<file path="src/rtl/dual_seq_pkg.sv">
package dual_seq_pkg;

    // Prefix-tracking states; binary codes 0..6, code 7 unused.
    typedef enum logic [2:0] {
        ST_NONE  = 3'd0,  // no useful prefix
        ST_P1    = 3'd1,  // "1"
        ST_P11   = 3'd2,  // "11"
        ST_P110  = 3'd3,  // "110"
        ST_H1101 = 3'd4,  // "1101" hit
        ST_P111  = 3'd5,  // "111"
        ST_H1110 = 3'd6   // "1110" hit
    } seq_state_e;

    localparam int unsigned STATE_W = $bits(seq_state_e);

    function automatic logic state_is_hit(input seq_state_e s);
        return (s == ST_H1101) || (s == ST_H1110);
    endfunction

endpackage

</file>
<file path="src/rtl/dual_seq_next.sv">
module dual_seq_next
    import dual_seq_pkg::*;
(
    input  seq_state_e cur_i,
    input  logic       bit_i,
    output seq_state_e nxt_o
);

    always_comb begin
        nxt_o = ST_NONE;
        unique case (cur_i)
            ST_NONE:  nxt_o = bit_i ? ST_P1    : ST_NONE;
            ST_P1:    nxt_o = bit_i ? ST_P11   : ST_NONE;
            ST_P11:   nxt_o = bit_i ? ST_P111  : ST_P110;
            ST_P110:  nxt_o = bit_i ? ST_H1101 : ST_NONE;
            // after 1101: a 1 leaves tail "11", a 0 leaves nothing usable
            ST_H1101: nxt_o = bit_i ? ST_P11   : ST_NONE;
            // any run of ones keeps tail "111"
            ST_P111:  nxt_o = bit_i ? ST_P111  : ST_H1110;
            // after 1110: a 1 completes 1101 from the shared tail "110"
            ST_H1110: nxt_o = bit_i ? ST_H1101 : ST_NONE;
            default:  nxt_o = ST_NONE;  // unused code recovers to empty
        endcase
    end

endmodule

</file>
<file path="src/rtl/dual_seq_detect.sv">
module dual_seq_detect
    import dual_seq_pkg::*;
(
    input  logic clk_i,
    input  logic rst_i,
    input  logic bit_i,
    output logic match_o
);

    seq_state_e state_q;
    seq_state_e state_d;

    dual_seq_next u_next (
        .cur_i (state_q),
        .bit_i (bit_i),
        .nxt_o (state_d)
    );

    always_ff @(posedge clk_i) begin
        if (rst_i) state_q <= ST_NONE;
        else       state_q <= state_d;
    end

    assign match_o = state_is_hit(state_q);

    // reset leaves the output low on the next cycle
    p_reset_quiet_r4: assert property (@(posedge clk_i)
        rst_i |=> !match_o);

    // register never holds the unused code once out of reset
    p_legal_code_r4: assert property (@(posedge clk_i) disable iff (rst_i)
        state_q != seq_state_e'(3'b111));

    // prefix 110 plus a 1 raises the flag
    p_hit_1101_r1: assert property (@(posedge clk_i) disable iff (rst_i)
        (state_q == ST_P110 && bit_i) |=> match_o);

    // prefix of three or more ones plus a 0 raises the flag
    p_hit_1110_r2: assert property (@(posedge clk_i) disable iff (rst_i)
        (state_q == ST_P111 && !bit_i) |=> match_o);

    // a zero after a hit always drops the flag
    p_drop_on_zero_r3: assert property (@(posedge clk_i) disable iff (rst_i)
        (match_o && !bit_i) |=> !match_o);

    // 1110 followed by 1 stays high as a 1101 hit
    p_chain_r6: assert property (@(posedge clk_i) disable iff (rst_i)
        (state_q == ST_H1110 && bit_i) |=> (match_o && state_q == ST_H1101));

    // 1101 followed by 1 keeps the shared "11" tail
    p_overlap_r5: assert property (@(posedge clk_i) disable iff (rst_i)
        (state_q == ST_H1101 && bit_i) |=> (state_q == ST_P11));

endmodule

</file>
<file path="config.mk">
export PLATFORM = sky130hd
export DESIGN_NAME = dual_seq_detect
export DESIGN_NICKNAME = d
export VERILOG_FILES = /design/src/rtl/dual_seq_pkg.sv /design/src/rtl/dual_seq_next.sv /design/src/rtl/dual_seq_detect.sv
export SDC_FILE = /design/constraint.sdc
export NUM_CORES = 1
export LEC_CHECK = 0
export ABC_AREA = 1
export ABC_CLOCK_PERIOD_IN_PS = 1200
export CAP_MARGIN = 10
export CORE_AREA = 2 2 39 41
export DETAILED_ROUTE_END_ITERATION = 10
export DIE_AREA = 0 0 41 43
export PLACE_DENSITY = 0.3
export SYNTH_ARGS = -nofsm -noshare
export SYNTH_HDL_FRONTEND = slang
export SYNTH_HIERARCHICAL = 1
export SYNTH_SLANG_ARGS = --single-unit
</file>
<file path="constraint.sdc">
create_clock -name clk_i -period 1.2 [get_ports clk_i]
set_input_delay 0.24 -clock clk_i [delete_from_list [all_inputs] [get_ports clk_i]]
set_output_delay 0.24 -clock clk_i [all_outputs]
set_load 0.005 [all_outputs]
</file>
* Yosys cells after proc, flatten, opt, wreduce, memory -nomap -nowiden
Cells that the tools add are included.
Word-level totals: bits of input ports 3, bits in registers 3, output and inout port bits 1, logic and storage cells 17
Cells by class: muxes and demuxes 6, reduce and logical (&&, ||, !) cells 4, equal/unequal tests 6
Operator list (count):
- 3-bit case mux with 5 select lines | 1
- 3-bit equality test (second input constant) | 3
- 3-bit by 2-bit equality test with 1-bit output (second input constant) | 2
- 3-bit 2-to-1 mux | 2
- 2-bit 2-to-1 mux | 2
- 2-bit OR reduction | 2
- 3-bit by 1-bit equality test with 1-bit output (second input constant) | 1
- 3-bit logical NOT | 1
- 1-bit logical OR | 1
- 1-bit 2-to-1 mux | 1

* Depth between registers and ports, before layout
depth after elaboration 3, mapped depth 8, mapped depth without buffers 8

* By module
Netlist, hierarchy kept.
By module, submodules not included:
- dual_seq_detect | cells each 11, area an instance 90.1 µm², sequential area each 60.1 µm², times used 1
- dual_seq_next | cells each 18, area an instance 85.1 µm², sequential area each 0.0 µm², times used 1

* Worst setup path before layout
Ideal clock, no wire load.
path type reg-to-reg, start register state_q[2], end register state_q[1], arrival 0.685 ns, buffers on the path 0, required time 1.091 ns, cell stages (with the launch flop) 8, library setup time 0.109 ns, clock period less this slack 0.794 ns, setup slack 0.406 ns, cell sequence dfxtp_1 -> inv_1 -> nand2_2 -> nand3_1 -> nand2_1 -> inv_1 -> inv_1 -> nor2_1
Between the ends: longest elaborated chain between the ends 3, elaborated cells between the ends (all ways) 10, classes of those cells 6 x eq/ne; 1 x mux; 3 x reduce/logical
Ends and longest elaborated chain:
- start: declaration | RTL line dual_seq_detect.sv:10 | seq_state_e state_q;
- start signal: assignment | RTL line dual_seq_detect.sv:21 | else state_q <= state_d;
- 3-bit equality test, or another cell as far along | RTL line dual_seq_next.sv:11 | unique case (cur_i)
- 2-bit OR reduction (no source line)
- 3-bit case mux with 5 select lines (*) | RTL line dual_seq_next.sv:11
- named net state_d[1] | RTL line dual_seq_detect.sv:11 | seq_state_e state_d;
Mark *: on every way through the listed nets, which the timed path passes. The rest lies on a longest branch. A chain may end at the register's enable or synchronous reset.

* Final worst setup path
start register state_q[2], end output port match_o
Between the ends: longest elaborated chain between the ends 2, elaborated cells between the ends (all ways) 3, classes of those cells 2 x eq/ne; 1 x reduce/logical
Ends and longest elaborated chain:
- 3-bit equality test | RTL line dual_seq_pkg.sv:17 | return (s == ST_H1101) || (s == ST_H1110);
- 1-bit logical OR (*) | RTL line dual_seq_pkg.sv:17
- end: declaration | RTL line dual_seq_detect.sv:7 | output logic match_o
Every way passes the cells marked *; elsewhere a longest branch is shown, timed or not.

==> flow_metrics.py <==
metrics = {
    "setup_path": {
        "r2r_start": "state_q[2]$_SDFF_PP0_",
        "reg2reg_depth": 9,
        "path_max_fanout": 2,
        "crit_start": "state_q[2]$_SDFF_PP0_",
        "rrSetupSlack_ns": 0.27,
        "end_kind": "output port",
        "cp_data_required_time_ns": 0.96,
        "critPathLaunchType": "flip-flop",
        "worst-setup-path-type": "flip-flop to output port",
        "critPathCapture": "match_o",
        "arrival_ns": 0.88,
        "r2r-end": "state_q[1]$_SDFF_PP0_",
    },
    "final_layout": {
        "fin_nets": 42,
        "final_cells": 54,
        "largest_reg_flops": 3,
        "fill_cells": 171,
        "top_register": "state_q",
        "drive_gt1_share_pct": 28.95,
        "largestRegisters": "state_q (3)",
        "design_area_sq_um": 265.3,
        "area_growth_pct": 51.43,
        "antennaDiodeCount": 0,
    },
    "logic_synthesis": {
        "synth_ff_type": "dfxtp_1",
        "synthCells": 29,
        "synth-seq-area-share_pct": 34.29,
        "synthTopCellsByCount": "inv_1 (7), nand2_1 (5), nand2_2 (4), nor2_1 (4)",
        "synth.most_common_cell": "inv_1",
        "synthesis.area_sq_um": 175.2,
        "synth_cell_types": 8,
        "yosys.area.top_type_share_pct": 34.29,
        "yosysTopAreaCell": "dfxtp_1",
        "async_reset_ff_share_pct": 0,
        "synth_area_leaders": "dfxtp_1 (34%), inv_1 (15%), nand2_2 (14%)",
        "ys_ff_latch": 3,
        "ys_warn_count": 6,
        "synth-edff-count": 0,
        "syn_area_per_cell_sq_um": 6.040,
        "syn_nets": 32,
    },
    "route": {
        "firstDrtPassIters": 3,
        "drcViolationCount": 0,
        "first_iter_violations": 4,
        "vias": 178,
        "ant_nets": 0,
        "wire_per_inst_microns": 6.352,
        "via_per_inst": 3.296,
        "drt_wl_total_microns": 343,
    },
    "place": {
        "post-place-ws_ns": -0.05227,
        "place_area_sq_um": 240.2,
        "dp_hpwl_microns": 285.5,
        "dp.cells": 50,
        "place.gp.congestion": 0.6049,
        "io_buffer_count": 3,
    },
    "clocking": {
        "clock-sinks": 3,
        "cts_buffer_depth": 2,
        "cts_setup_buffers": 0,
        "numCtsBuffers": 3,
        "cts_resized": 1,
        "cts_tree": "done",
        "cts_root_buffer": "clkbuf_4",
        "holdBufCountCts": 0,
        "worstSkewPairLatency_ns": 0.23,
        "clkTransAtPathRegs_ns": 0.03,
        "htree_levels": 1,
    },
    "global_routing": {
        "grt_pass1_vias": 192,
        "grt_pass1_wl_microns": 621,
        "grtUsageTotal_pct": 5.806,
        "overflow": 0,
        "antenna_found_initial": 0,
        "grt_max_degree": 4,
    },
    "timing": {
        "fin_crit_ns": 1.118,
        "max_slew_margin_pct": 92.56,
        "fin_worst_skew_ns": 0.001041,
        "setup_violations": 0,
        "finalHoldViolCount": 0,
        "worst_pin_slew_ns": 0.1113,
        "rsz0062_at_grt": "false",
        "finalWorstSetupSlack_ns": 0.08152,
        "final_max_slew_viol_count": 0,
        "setup-tns-final_ns": 0,
        "max_clock_freq_mhz": 894.1,
        "min_period_over_period_pct": 93.21,
    },
    "worst_hold_path": {
        "min-delay-start": "state_q[1]$_SDFF_PP0_",
        "hold_path_class": "flip-flop to flip-flop",
        "hold_depth": 4,
    },
    "power": {
        "p_switching_uw": 75.52,
        "powerDensity_mw_per_mm2": 1237,
        "clock_power_share_pct": 52.5,
        "swShare_pct": 23.01,
        "p_comb_share_pct": 14.3,
        "p_leak_uw": 0.0001387,
        "ir_worst_vdd_uv": 276.9,
        "internal_power_uw": 252.7,
        "seqPwrFrac_pct": 33.2,
    },
    "status": {
        "status": "completed",
    },
    "die": {
        "die_h_microns": 43,
        "num_rows": 14,
        "die_w_microns": 41,
        "die_area_sq_mm": 0.001763,
        "initial_utilization_pct": 12.66,
        "top_level_ports": 4,
        "core_area_sq_mm": 0.001384,
    },
    "flow_run": {
        "maxCapViolCount": 0,
    },
}
==> stage by stage <==
| step | total power [uW] | util, % | hold slack [ns] |
|---|---|---|---|
| after floorplan | 138.6 | - | 0.3112 |
| after global routing | 350.4 | 19.17 | 0.6113 |
| final | 328.2 | 19.17 | 0.5596 |
| after CTS | 342.4 | 19.17 | 0.5699 |
| after detailed placement | 159.0 | 17.36 | 0.5627 |
| after global placement | 158.0 | 17.36 | 0.5658 |
==> cells by family (layout without fill, tap and decap cells) <==
family	Yosys count	after routing	synth area share [%]
compound gates	1	1	4.287
buf+inv	9	18	19.29
flops	3	3	34.29
simple gates	16	16	42.14
==> routing by layer <==
layer  vias to the layer above  part of all wire, %  global-route usage (%)
met5                         -                    0                       0
met4                         0                    0                   10.00
met3                         0                  5.2                   1.571
met2                         3                   50                   6.875
met1                        76                   44                   5.732
li1                         99                    -                       -
==> worst max-delay path: stages, from the launching register on <==
cell and delay, ns:
dfxtp_1 0.32, inv_1 0.04, nor2_1 0.06, dlygate4sd2_1 0.23
==> cells in the final DEF, fill, tap and decap left out <==
| cell | n |
|---|---|
| nand2_1 | 5 |
| clkbuf_4 | 3 |
| clkbuf_1 | 1 |
| inv_1 | 7 |
| nor2_1 | 4 |
| clkdlybuf4s50_1 | 2 |
| dlygate4sd2_1 | 1 |
| inv_2 | 2 |
| nand2_2 | 4 |
| dfxtp_1 | 3 |
| nand3_1 | 3 |
| a21boi_1 | 1 |
| buf_4 | 2 |
==> worst min path at each step <==
stage / end / slack (ns)
finish: state_q[2]$_SDFF_PP0_ / 0.56
global route: state_q[2]$_SDFF_PP0_ / 0.61
CTS: state_q[2]$_SDFF_PP0_ / 0.57
detailed placement: state_q[2]$_SDFF_PP0_ / 0.56
global placement: state_q[2]$_SDFF_PP0_ / 0.57
floorplan: state_q[1]$_SDFF_PP0_ / 0.31
==> area by class of cell <==
class / count / area, sq um / area share [%]
inverter: 9 / 33.78 / 12.74
timing repair buffer: 5 / 43.79 / 16.51
sequential: 3 / 60.06 / 22.64
tap: 16 / 20.02 / 7.547
multi-input combinational: 17 / 81.33 / 30.66
clock buffer: 4 / 26.28 / 9.906
==> power by group through the flow <==
stage	Combinational [uW]	Clock, uW	Sequential (uW)
floorplan	27.6	0	111
global placement	47.5	0	111
detailed placement	48.4	0	111
CTS	48.3	185	109
global route	53.9	187	109
finish	46.9	172	109
Note: power is estimated with default switching activity, not from simulation.
